[src/rtl/opf_pkg.sv]
package opf_pkg;
    localparam int DATA_W       = 32;
    localparam int REG_COUNT    = 8;
    localparam int SEL_W        = $clog2(REG_COUNT);
    localparam int SCALE_W      = 2;
    localparam int SHORT_DISP_W = 8;
    localparam int MODE_W       = 3;

    typedef enum logic [MODE_W-1:0] {
        OPM_IMM  = 3'd0,
        OPM_DIR  = 3'd1,
        OPM_IND  = 3'd2,
        OPM_REG  = 3'd3,
        OPM_RIND = 3'd4,
        OPM_DISP = 3'd5,
        OPM_STK  = 3'd6,
        OPM_BAD  = 3'd7
    } opmode_e;

    typedef struct packed {
        logic              reads_mem;
        logic              chained;
        logic              bad;
        logic [DATA_W-1:0] addr;
        logic [DATA_W-1:0] value;
    } fetch_plan_t;

    function automatic logic [DATA_W-1:0] widen_disp(logic [DATA_W-1:0] f, logic wide);
        return wide ? f : {{(DATA_W-SHORT_DISP_W){f[SHORT_DISP_W-1]}}, f[SHORT_DISP_W-1:0]};
    endfunction

    function automatic logic [DATA_W-1:0] scaled_sum(logic [DATA_W-1:0] base,
                                                     logic [DATA_W-1:0] idx,
                                                     logic [SCALE_W-1:0] sc,
                                                     logic [DATA_W-1:0] disp);
        return base + (idx << sc) + disp;
    endfunction
endpackage

[src/rtl/opf_reg_port.sv]
module opf_reg_port #(
    parameter int NREG = opf_pkg::REG_COUNT,
    parameter int DW   = opf_pkg::DATA_W,
    localparam int SW  = $clog2(NREG)
) (
    input  logic [NREG*DW-1:0] regs_flat,
    input  logic [SW-1:0]      sel,
    output logic [DW-1:0]      data
);
    logic [DW-1:0] words [NREG];

    for (genvar g = 0; g < NREG; g++) begin : g_word
        assign words[g] = regs_flat[g*DW +: DW];
    end

    assign data = words[sel];
endmodule

[src/rtl/opf_ea_plan.sv]
module opf_ea_plan
    import opf_pkg::*;
(
    input  opmode_e             mode,
    input  logic [DATA_W-1:0]   field,
    input  logic                wide,
    input  logic [SCALE_W-1:0]  scale,
    input  logic [DATA_W-1:0]   reg_a,
    input  logic [DATA_W-1:0]   reg_b,
    input  logic [DATA_W-1:0]   sp,
    output fetch_plan_t         plan
);
    always_comb begin
        plan = '0;
        unique case (mode)
            OPM_IMM:  plan.value = field;
            OPM_DIR:  begin plan.reads_mem = 1'b1; plan.addr = field; end
            OPM_IND:  begin plan.reads_mem = 1'b1; plan.chained = 1'b1; plan.addr = field; end
            OPM_REG:  plan.value = reg_a;
            OPM_RIND: begin plan.reads_mem = 1'b1; plan.addr = reg_a; end
            OPM_DISP: begin
                plan.reads_mem = 1'b1;
                plan.addr = scaled_sum(reg_a, reg_b, scale, widen_disp(field, wide));
            end
            OPM_STK:  begin plan.reads_mem = 1'b1; plan.addr = sp; end
            default:  plan.bad = 1'b1;
        endcase
    end
endmodule

[src/rtl/opf_mem_seq.sv]
module opf_mem_seq
    import opf_pkg::*;
(
    input  logic              clk,
    input  logic              rst,
    input  logic              accept,
    input  fetch_plan_t       plan,
    output logic              mem_req,
    output logic [DATA_W-1:0] mem_addr,
    input  logic              mem_ack,
    input  logic [DATA_W-1:0] mem_rdata,
    output logic              done,
    output logic [DATA_W-1:0] operand,
    output logic [DATA_W-1:0] eff_addr,
    output logic              illegal,
    output logic              busy
);
    typedef enum logic [1:0] {S_IDLE, S_FIRST, S_SECOND} seq_state_e;

    seq_state_e state;
    logic       chain_q;

    always_ff @(posedge clk) begin
        if (rst) begin
            state    <= S_IDLE;
            chain_q  <= 1'b0;
            mem_req  <= 1'b0;
            mem_addr <= '0;
            done     <= 1'b0;
            operand  <= '0;
            eff_addr <= '0;
            illegal  <= 1'b0;
        end else begin
            done    <= 1'b0;
            illegal <= 1'b0;
            unique case (state)
                S_IDLE: begin
                    if (accept) begin
                        eff_addr <= plan.addr;
                        if (plan.reads_mem) begin
                            mem_req  <= 1'b1;
                            mem_addr <= plan.addr;
                            chain_q  <= plan.chained;
                            state    <= S_FIRST;
                        end else begin
                            operand <= plan.value;
                            illegal <= plan.bad;
                            done    <= 1'b1;
                        end
                    end
                end
                S_FIRST: begin
                    if (mem_ack) begin
                        if (chain_q) begin
                            mem_addr <= mem_rdata;
                            eff_addr <= mem_rdata;
                            state    <= S_SECOND;
                        end else begin
                            mem_req <= 1'b0;
                            operand <= mem_rdata;
                            done    <= 1'b1;
                            state   <= S_IDLE;
                        end
                    end
                end
                default: begin
                    if (mem_ack) begin
                        mem_req <= 1'b0;
                        operand <= mem_rdata;
                        done    <= 1'b1;
                        state   <= S_IDLE;
                    end
                end
            endcase
        end
    end

    assign busy = (state != S_IDLE) || done;
endmodule

[src/rtl/opf_unit.sv]
module opf_unit
    import opf_pkg::*;
#(
    parameter int NREG = REG_COUNT,
    localparam int SW  = $clog2(NREG)
) (
    input  logic                   clk,
    input  logic                   rst,
    input  logic                   req_valid,
    input  logic [MODE_W-1:0]      req_mode,
    input  logic [SW-1:0]          req_reg,
    input  logic [SW-1:0]          req_index,
    input  logic [SCALE_W-1:0]     req_scale,
    input  logic                   req_wide,
    input  logic [DATA_W-1:0]      req_field,
    input  logic [NREG*DATA_W-1:0] reg_file,
    input  logic [DATA_W-1:0]      stack_ptr,
    output logic                   busy,
    output logic                   mem_req,
    output logic [DATA_W-1:0]      mem_addr,
    input  logic                   mem_ack,
    input  logic [DATA_W-1:0]      mem_rdata,
    output logic                   done,
    output logic [DATA_W-1:0]      operand,
    output logic [DATA_W-1:0]      eff_addr,
    output logic                   illegal
);
    logic [DATA_W-1:0] reg_a;
    logic [DATA_W-1:0] reg_b;
    fetch_plan_t       plan;
    logic              accept;

    assign accept = req_valid && !busy;

    opf_reg_port #(.NREG(NREG), .DW(DATA_W)) i_port_a (
        .regs_flat (reg_file),
        .sel       (req_reg),
        .data      (reg_a)
    );

    opf_reg_port #(.NREG(NREG), .DW(DATA_W)) i_port_b (
        .regs_flat (reg_file),
        .sel       (req_index),
        .data      (reg_b)
    );

    opf_ea_plan i_plan (
        .mode  (opmode_e'(req_mode)),
        .field (req_field),
        .wide  (req_wide),
        .scale (req_scale),
        .reg_a (reg_a),
        .reg_b (reg_b),
        .sp    (stack_ptr),
        .plan  (plan)
    );

    opf_mem_seq i_seq (
        .clk       (clk),
        .rst       (rst),
        .accept    (accept),
        .plan      (plan),
        .mem_req   (mem_req),
        .mem_addr  (mem_addr),
        .mem_ack   (mem_ack),
        .mem_rdata (mem_rdata),
        .done      (done),
        .operand   (operand),
        .eff_addr  (eff_addr),
        .illegal   (illegal),
        .busy      (busy)
    );
endmodule

[config.mk]
export PLATFORM = sky130hd
export DESIGN_NAME = opf_unit
export DESIGN_NICKNAME = d
export VERILOG_FILES = /design/src/rtl/opf_pkg.sv /design/src/rtl/opf_reg_port.sv /design/src/rtl/opf_ea_plan.sv /design/src/rtl/opf_mem_seq.sv /design/src/rtl/opf_unit.sv
export SDC_FILE = /design/constraint.sdc
export NUM_CORES = 1
export LEC_CHECK = 0
export ABC_AREA = 0
export ABC_CLOCK_PERIOD_IN_PS = 5200
export BUFFER_PORTS_ARGS = -buffer_cell sky130_fd_sc_hd__buf_2
export CORE_AREA = 2 2 182 184
export DETAILED_ROUTE_END_ITERATION = 10
export DIE_AREA = 0 0 184 186
export GPL_TIMING_DRIVEN = 0
export PLACE_DENSITY_LB_ADDON = 0.12
export REMOVE_ABC_BUFFERS = 1
export SLEW_MARGIN = 15
export SYNTH_ARGS = -nofsm -noshare
export SYNTH_HDL_FRONTEND = slang
export SYNTH_SLANG_ARGS = --single-unit
[constraint.sdc]
create_clock -name clk -period 5.2 [get_ports clk]
set_clock_uncertainty 0.2 [all_clocks]
set_input_delay 1.04 -clock clk [delete_from_list [all_inputs] [get_ports clk]]
set_output_delay 1.04 -clock clk [all_outputs]
set_load 0.05 [all_outputs]
==> results.cfg, run 1 <==
[final_layout]
drive_gt1_share_pct = 46.37
final_area_um2 = 16340
fin_cells = 2182
fin_nets = 2191
syn2layout_area_growth_pct = 29.61
nFillCells = 3076

[yosys]
synthFlopType = dfxtp_1
async_flop_share_pct = 0
synthCells = 1365
ys_ff_latch = 102
synthTopCellsByCount = nand2_1 (161), mux4_2 (128), a21oi_1 (121), dfxtp_1 (102), nor2_1 (102)
ys_types = 74
yosysMostFrequentCell = nand2_1
avgSynthCellArea_um2 = 9.237
synth.top_cell.area_share_pct = 22.86
yosysWarnings = 0
synth_edf_count = 0
synth_area_leaders = mux4_2 (23%), dfxtp_1 (16%), mux2_2 (6.0%)
yosys.area.top_type = mux4_2
seq_area_frac_synth_pct = 16.20
synth_area_um2 = 12610

[routing]
wl_per_cell_um = 23.77
drt-total-wl_um = 51870
ant_nets = 0
vias = 13140
vias_per_cell = 6.023
drtIter0Drc = 986
drt-pass1-iter-count = 6
drc = 0

[die]
die-area_um2 = 34220
die_h_um = 186
core_um2 = 32210
fp-row-count = 66
ios = 468
dieWidth_um = 184
initial_core_util_pct = 39.15

[timing]
hold_viol = 0
relSlewSlack_pct = 20.63
setup_viol = 0
drv_slew = 0
layout_min_cycle_time_ns = 5.059
timing.fmax_mhz = 197.7
holdWs_ns = 0.2439
period_share_pct = 97.28
rsz0062_at_grt = yes
tightest_slew_ns = 1.191

[place]
gp_congestion = 0.9143
dp_cells = 2126
placed_area_um2 = 15230
dp_hpwl_um = 40210
io_buffers = 467

[clock_network]
clock-sinks = 102
cts-buffers-inserted = 9
worstSkewPairLatency_ns = 0.34
clkTransAtPathRegs_ns = 0.07
tritoncts = built
cts-htree-levels = 3
clockBufferDepth = 2
cts_root_buffer = clkbuf_16

[grt]
grt.total_usage_pct = 28.80
grt_max_degree = 64
grt_overflow = 0
first_global_vias = 12700
grt_pass1_wl_um = 75350
antenna_found_initial = 11

[setup_path]
worstSetupPathType = in -> reg
cp_cell_sequence = buf_16 > buf_16 > buf_4 > mux4_2 > mux2i_2 > mux2_2 > mux2_2 > fa_1 > inv_1 > ha_2 > a21oi_2 > o31ai_2 > a211oi_2 > o211ai_2 > mux2i_2 > a31oi_2 > a22o_1
cpPeakStageDelay_ns = 0.50
worstSetupEndpointType = flip-flop
cp_slowest_cell = fa_1
required_ns = 5.24
critPathArrivalTime_ns = 5.10
path_max_fanout = 7
crit_path_start_kind = primary input

[power]
power_mw = 4.572
powerDensity_nw_per_um2 = 279.8
leakagePower_nw = 6.954
ir_drop_v = 0.0001917

[min_path]
worst_hold_path_type = reg -> reg

[job]
maxCapViolations = 0

[run_status]
status = completed
[registers in the layout, indices dropped and copies added (netlist names)]
register        cells
i_seq.illegal       1
i_seq.state         2
i_seq.chain_q       1
i_seq.mem_req       1
i_seq.done          1
i_seq.mem_addr     32
i_seq.operand      32
i_seq.eff_addr     32
[cell type report]
class                   instances  area [µm²]  area share [%]
repair buffers                513        3083           18.87
multi-input cells            1111       10310           63.10
clock buffers                  10       229.0           1.401
diodes                         10       25.02          0.1531
clock inverters                 4       50.05          0.3063
well taps                     408       510.5           3.124
flip-flops and latches        102        2042           12.50
inverters                      24       90.09          0.5513
[layout by cell type (no fill, tap or decap), drive strengths merged, types with 8 or more instances in the layout]
cell type / instances
diode: 10
nand3: 17
xnor2: 13
a211oi: 37
a21oi: 123
xor2: 9
a221oi: 16
fa: 32
a22oi: 35
nand4: 8
o21ai: 53
mux2i: 75
a21o: 21
mux4: 128
ha: 30
buf: 507
a31oi: 10
clkbuf: 16
dfxtp: 102
nor3: 22
nand2: 161
mux2: 68
nor2b: 11
inv: 24
o211ai: 43
nor2: 102
nand2b: 14
or3: 9
[logic make-up after synthesis]
| kind of cell | after synthesis | share of synthesized area [%] |
|---|---|---|
| buffers and inverters | 153 | 5.220 |
| muxes | 271 | 34.98 |
| DFF | 102 | 16.20 |
| adders and majority gates | 62 | 8.058 |
| AOI/OAI and AO/OA | 386 | 20.99 |
| xor gates and xnor gates | 22 | 1.528 |
| and+or+nand+nor | 369 | 13.03 |
[stage by stage]
stage / util, % / setup WS (ns) / TNS [ns]
floorplan: - / 0.2144 / 0
global placement: 46.23 / -2.285 / -177.80
detailed placement: 47.29 / -1.065 / -32.10
CTS: 49.19 / 0.002800 / 0
global route: 50.73 / -0.06540 / -0.1901
finish: 50.74 / 0.1414 / 0
[path summary, 6_finish.rpt]
| path | startpoint | end | slack (ns) | cells after the start |
|---|---|---|---|---|
| setup / recovery | req_index[0] | i_seq.eff_addr[26] | 0.14 | 17 |
| hold / removal | i_seq.mem_addr[4] | i_seq.mem_addr[4] | 0.24 | 2 |
| setup reg to reg | i_seq.state[1] | i_seq.mem_addr[24] | 1.75 | 8 |
| hold reg to reg | i_seq.mem_addr[4] | i_seq.mem_addr[4] | 0.24 | 2 |
[timing repair]
action,4_1_cts,5_1_grt
hold endpoints to repair,0,0
cloned,3,6
hold buffers,0,0
gates resized for setup,43,49
pin swaps,9,18
setup buffers,6,17
setup endpoints to repair,43,38
[worst max-delay path: cells and delay by family]
kind	cells	cell delay, ns
mux	5	1.40
fa+ha+maj	2	0.90
compound gates	6	1.30
buf+inv	4	0.44
[layer usage]
metal	global-route usage (%)	share of wire, %	up-vias
met4	8.032	2.4	4
met3	3.307	6.3	65
met5	0	0.052	-
met1	40.39	44	6427
met2	47.00	47	585
li1	-	-	6061
[power breakdown]
group / leakage (nW) / total (mW) / switching, mW / internal, mW
clock: 0.130 / 0.662 / 0.295 / 0.368
combinational: 5.99 / 3.04 / 1.79 / 1.25
sequential: 0.830 / 0.868 / 0.0320 / 0.836
(Power assumes the default switching activity.)
==> inputs of run 2 (changes only) <==
--- a/config.mk
+++ b/config.mk
@@ -5,12 +5,12 @@
 export SDC_FILE = /design/constraint.sdc
 export NUM_CORES = 1
 export LEC_CHECK = 0
-export ABC_AREA = 0
+export ABC_AREA = 1
 export ABC_CLOCK_PERIOD_IN_PS = 5200
 export BUFFER_PORTS_ARGS = -buffer_cell sky130_fd_sc_hd__buf_2
-export CORE_AREA = 2 2 182 184
+export CORE_AREA = 2 2 183 185
 export DETAILED_ROUTE_END_ITERATION = 10
-export DIE_AREA = 0 0 184 186
+export DIE_AREA = 0 0 185 187
 export GPL_TIMING_DRIVEN = 0
 export PLACE_DENSITY_LB_ADDON = 0.12
 export REMOVE_ABC_BUFFERS = 1
==> run 2 against run 1 <==
  * Sequential cell count did not move
  * Synthesized area up 8.7%
  * Wire length grew 16%
  * First-iteration DRC count increased by 48%
  * Fmax increased by 1.5%
  * Global-route usage increased by 3.5 points
  * Die area increased by 1.1%
  * Worst setup slack gained 0.073 ns
  * Final cell count up 49%
==> results.cfg, run 2 <==
[yosys]
synthCells = 2447
synthFlopType = dfxtp_1
avgSynthCellArea_um2 = 5.603
seq_area_frac_synth_pct = 14.89
synth_edf_count = 0
synthTopCellsByCount = nand2_1 (586), o21ai_0 (418), inv_1 (263), nor2_1 (218), a21oi_1 (210)
yosysWarnings = 0
async_flop_share_pct = 0
synth.top_cell.area_share_pct = 16.04
ys_types = 47
synth_area_um2 = 13710
ys_ff_latch = 102
synth_area_leaders = nand2_1 (16%), o21ai_0 (15%), dfxtp_1 (15%)
yosys.area.top_type = nand2_1
yosysMostFrequentCell = nand2_1

[power]
ir_drop_v = 0.0001805
powerDensity_nw_per_um2 = 277.2
power_mw = 4.827
leakagePower_nw = 8.724

[setup_path]
crit_path_start_kind = primary input
path_max_fanout = 40
reg2reg_to = i_seq.mem_addr[15]
worstSetupPathType = in -> reg
required_ns = 5.26
critPathArrivalTime_ns = 5.05
worstReg2RegStart = i_seq.state[1]
rr_worst_depth = 9
ff2ff_setup_slack_ns = 1.96
worstSetupEndpointType = flip-flop

[die]
fp-row-count = 67
core_um2 = 32860
die_h_um = 187
ios = 468
initial_core_util_pct = 41.72
dieWidth_um = 185
die-area_um2 = 34600

[clock_network]
tritoncts = built
clockBufferDepth = 2
worstSkewPairLatency_ns = 0.36
clkTransAtPathRegs_ns = 0.07
cts-htree-levels = 3
clock-sinks = 102
cts-buffers-inserted = 9
hold_buffers = 0
cts_root_buffer = clkbuf_16

[timing]
rsz0062_at_grt = yes
hold_viol = 0
period_share_pct = 95.88
setup_viol = 0
drv_slew = 0
layout_min_cycle_time_ns = 4.986
tns_ns = 0
timing.fmax_mhz = 200.6
relSlewSlack_pct = 29.07
tightest_slew_ns = 1.060

[final_layout]
syn2layout_area_growth_pct = 27.02
layout_common_cells = nand2_1 (570), buf_2 (460), o21ai_0 (386), inv_1 (256), nor2_1 (203)
largest_registers = i_seq.eff_addr: 32 flops, i_seq.mem_addr: 32 flops, i_seq.operand: 32 flops
drive_gt1_share_pct = 23.38
fin_nets = 3218
layout_commonest_cell = nand2_1
nFillCells = 3542

[routing]
vias_per_cell = 5.610
highest_layer = met4
routedLengthMet1_um = 24810
dr_wl_met2_um = 28510
ant_nets = 0
drt-pass1-iter-count = 8
drc = 0
wl_per_cell_um = 18.47
dr_wl_met3_um = 4656
drt-total-wl_um = 60030
vias = 18230
drtIter0Drc = 1457

[grt]
antenna_found_initial = 7
grt_overflow = 0
grt_max_degree = 116
first_global_vias = 16870
grt.total_usage_pct = 32.27
grt_pass1_wl_um = 89420

[run_status]
status = completed

[min_path]
hold_end = i_seq.mem_req
hold-path-cell-count = 2
worst_hold_path_type = reg -> reg
worstHoldStart = i_seq.mem_req

[place]
dp_hpwl_um = 42990
io_buffers = 467
gp_congestion = 0.9422

[job]
maxCapViolations = 0
==> run 2: cell count changes after synthesis, sizes merged, moves of 88 or more <==
cell	previous run	this run
a21oi	122	210
inv	24	273
mux4	128	0
nand2	161	588
nand3	17	156
nor2	102	220
o21ai	53	449
==> run 2: layout make-up <==
cell class                      instances  area, µm²  share of cell area [%]
Timing Repair Buffer                  499       3090                   17.75
Timing Repair inverter                  3      23.77                  0.1365
Multi-Input combinational cell       1897      10260                   58.90
Inverter                              276       1095                   6.287
Antenna cell                            9      22.52                  0.1293
Tap cell                              448      560.5                   3.219
Sequential cell                       102       2042                   11.73
Clock buffer                           10      239.0                   1.372
Clock inverter                          6      83.83                  0.4814
==> run 2: logic make-up after synthesis <==
group	count (synthesis)	synth area share, %
AND/OR/NAND/NOR	1005	29.95
AO/OA/AOI/OAI	820	33.03
buffers and inverters	448	13.99
flip-flops	102	14.89
adder cells (fa/ha/maj)	62	7.411
multiplexers	9	0.6571
XOR/XNOR	1	0.06390
==> run 2: worst max path at each step <==
| stage | slack [ns] | startpoint | depth (start not counted) | to |
|---|---|---|---|---|
| final | 0.21 | req_reg[2] | 22 | i_seq.eff_addr[29] |
| after global routing | -0.03 | req_index[0] | 26 | i_seq.mem_addr[22] |
| after CTS | -0.02 | req_index[0] | 28 | i_seq.eff_addr[31] |
| after detailed placement | -1.70 | req_reg[2] | 20 | i_seq.eff_addr[31] |
| after global placement | -4.34 | req_index[0] | 25 | i_seq.eff_addr[31] |
| after floorplan | 0.32 | req_index[0] | 26 | i_seq.eff_addr[17] |
==> run 2: what timing repair did <==
action / 4_1_cts / 5_1_grt
pin swaps: 3 / 13
buffers inserted: 1 / 6
cloned: 6 / 10
endpoints found under the setup margin: 60 / 51
resized for setup: 50 / 123
==> run 2: per-stage QoR <==
step,cells,hold WS [ns],setup slack (ns),area [µm²],utilization (%)
after floorplan,2275,0.2471,0.3172,12830,-
after global placement,3190,0.2565,-4.338,15730,47.85
after detailed placement,3202,0.2629,-1.703,16040,48.81
after CTS,3225,0.2737,-0.01515,16710,50.86
after global routing,3248,0.2848,-0.02656,17410,52.98
final,3250,0.2717,0.2144,17410,52.99
==> run 2: where the power goes <==
part           leakage, nW  internal [mW]  switching (mW)
Clock                0.163          0.434           0.316
Sequential           0.841          0.886          0.0509
Combinational         7.72           1.04            2.10
==> run 2: metal layers <==
| layer | up-vias | global-route usage, % |
|---|---|---|
| li1 | 8855 | - |
| met3 | 127 | 4.420 |
| met5 | - | 0 |
| met2 | 860 | 56.48 |
| met4 | 0 | 11.20 |
| met1 | 8392 | 40.28 |
==> run 2: critical path: stages <==
cell,delay (ns)
buf_4,0.43
clkinv_4,0.43
a31oi_1,0.65
fa_1,0.56
ha_1,0.37
inv_1,0.06
nand2_1,0.07
nand3_1,0.09
nand2_2,0.14
nand2_2,0.09
nand2_2,0.10
nand2_1,0.08
nand2_1,0.13
nand3b_1,0.17
nand2_1,0.10
nand2_1,0.05
nand3_1,0.07
nand2_1,0.06
nand2_1,0.07
nand3_1,0.11
nand2_1,0.10
inv_1,0.04
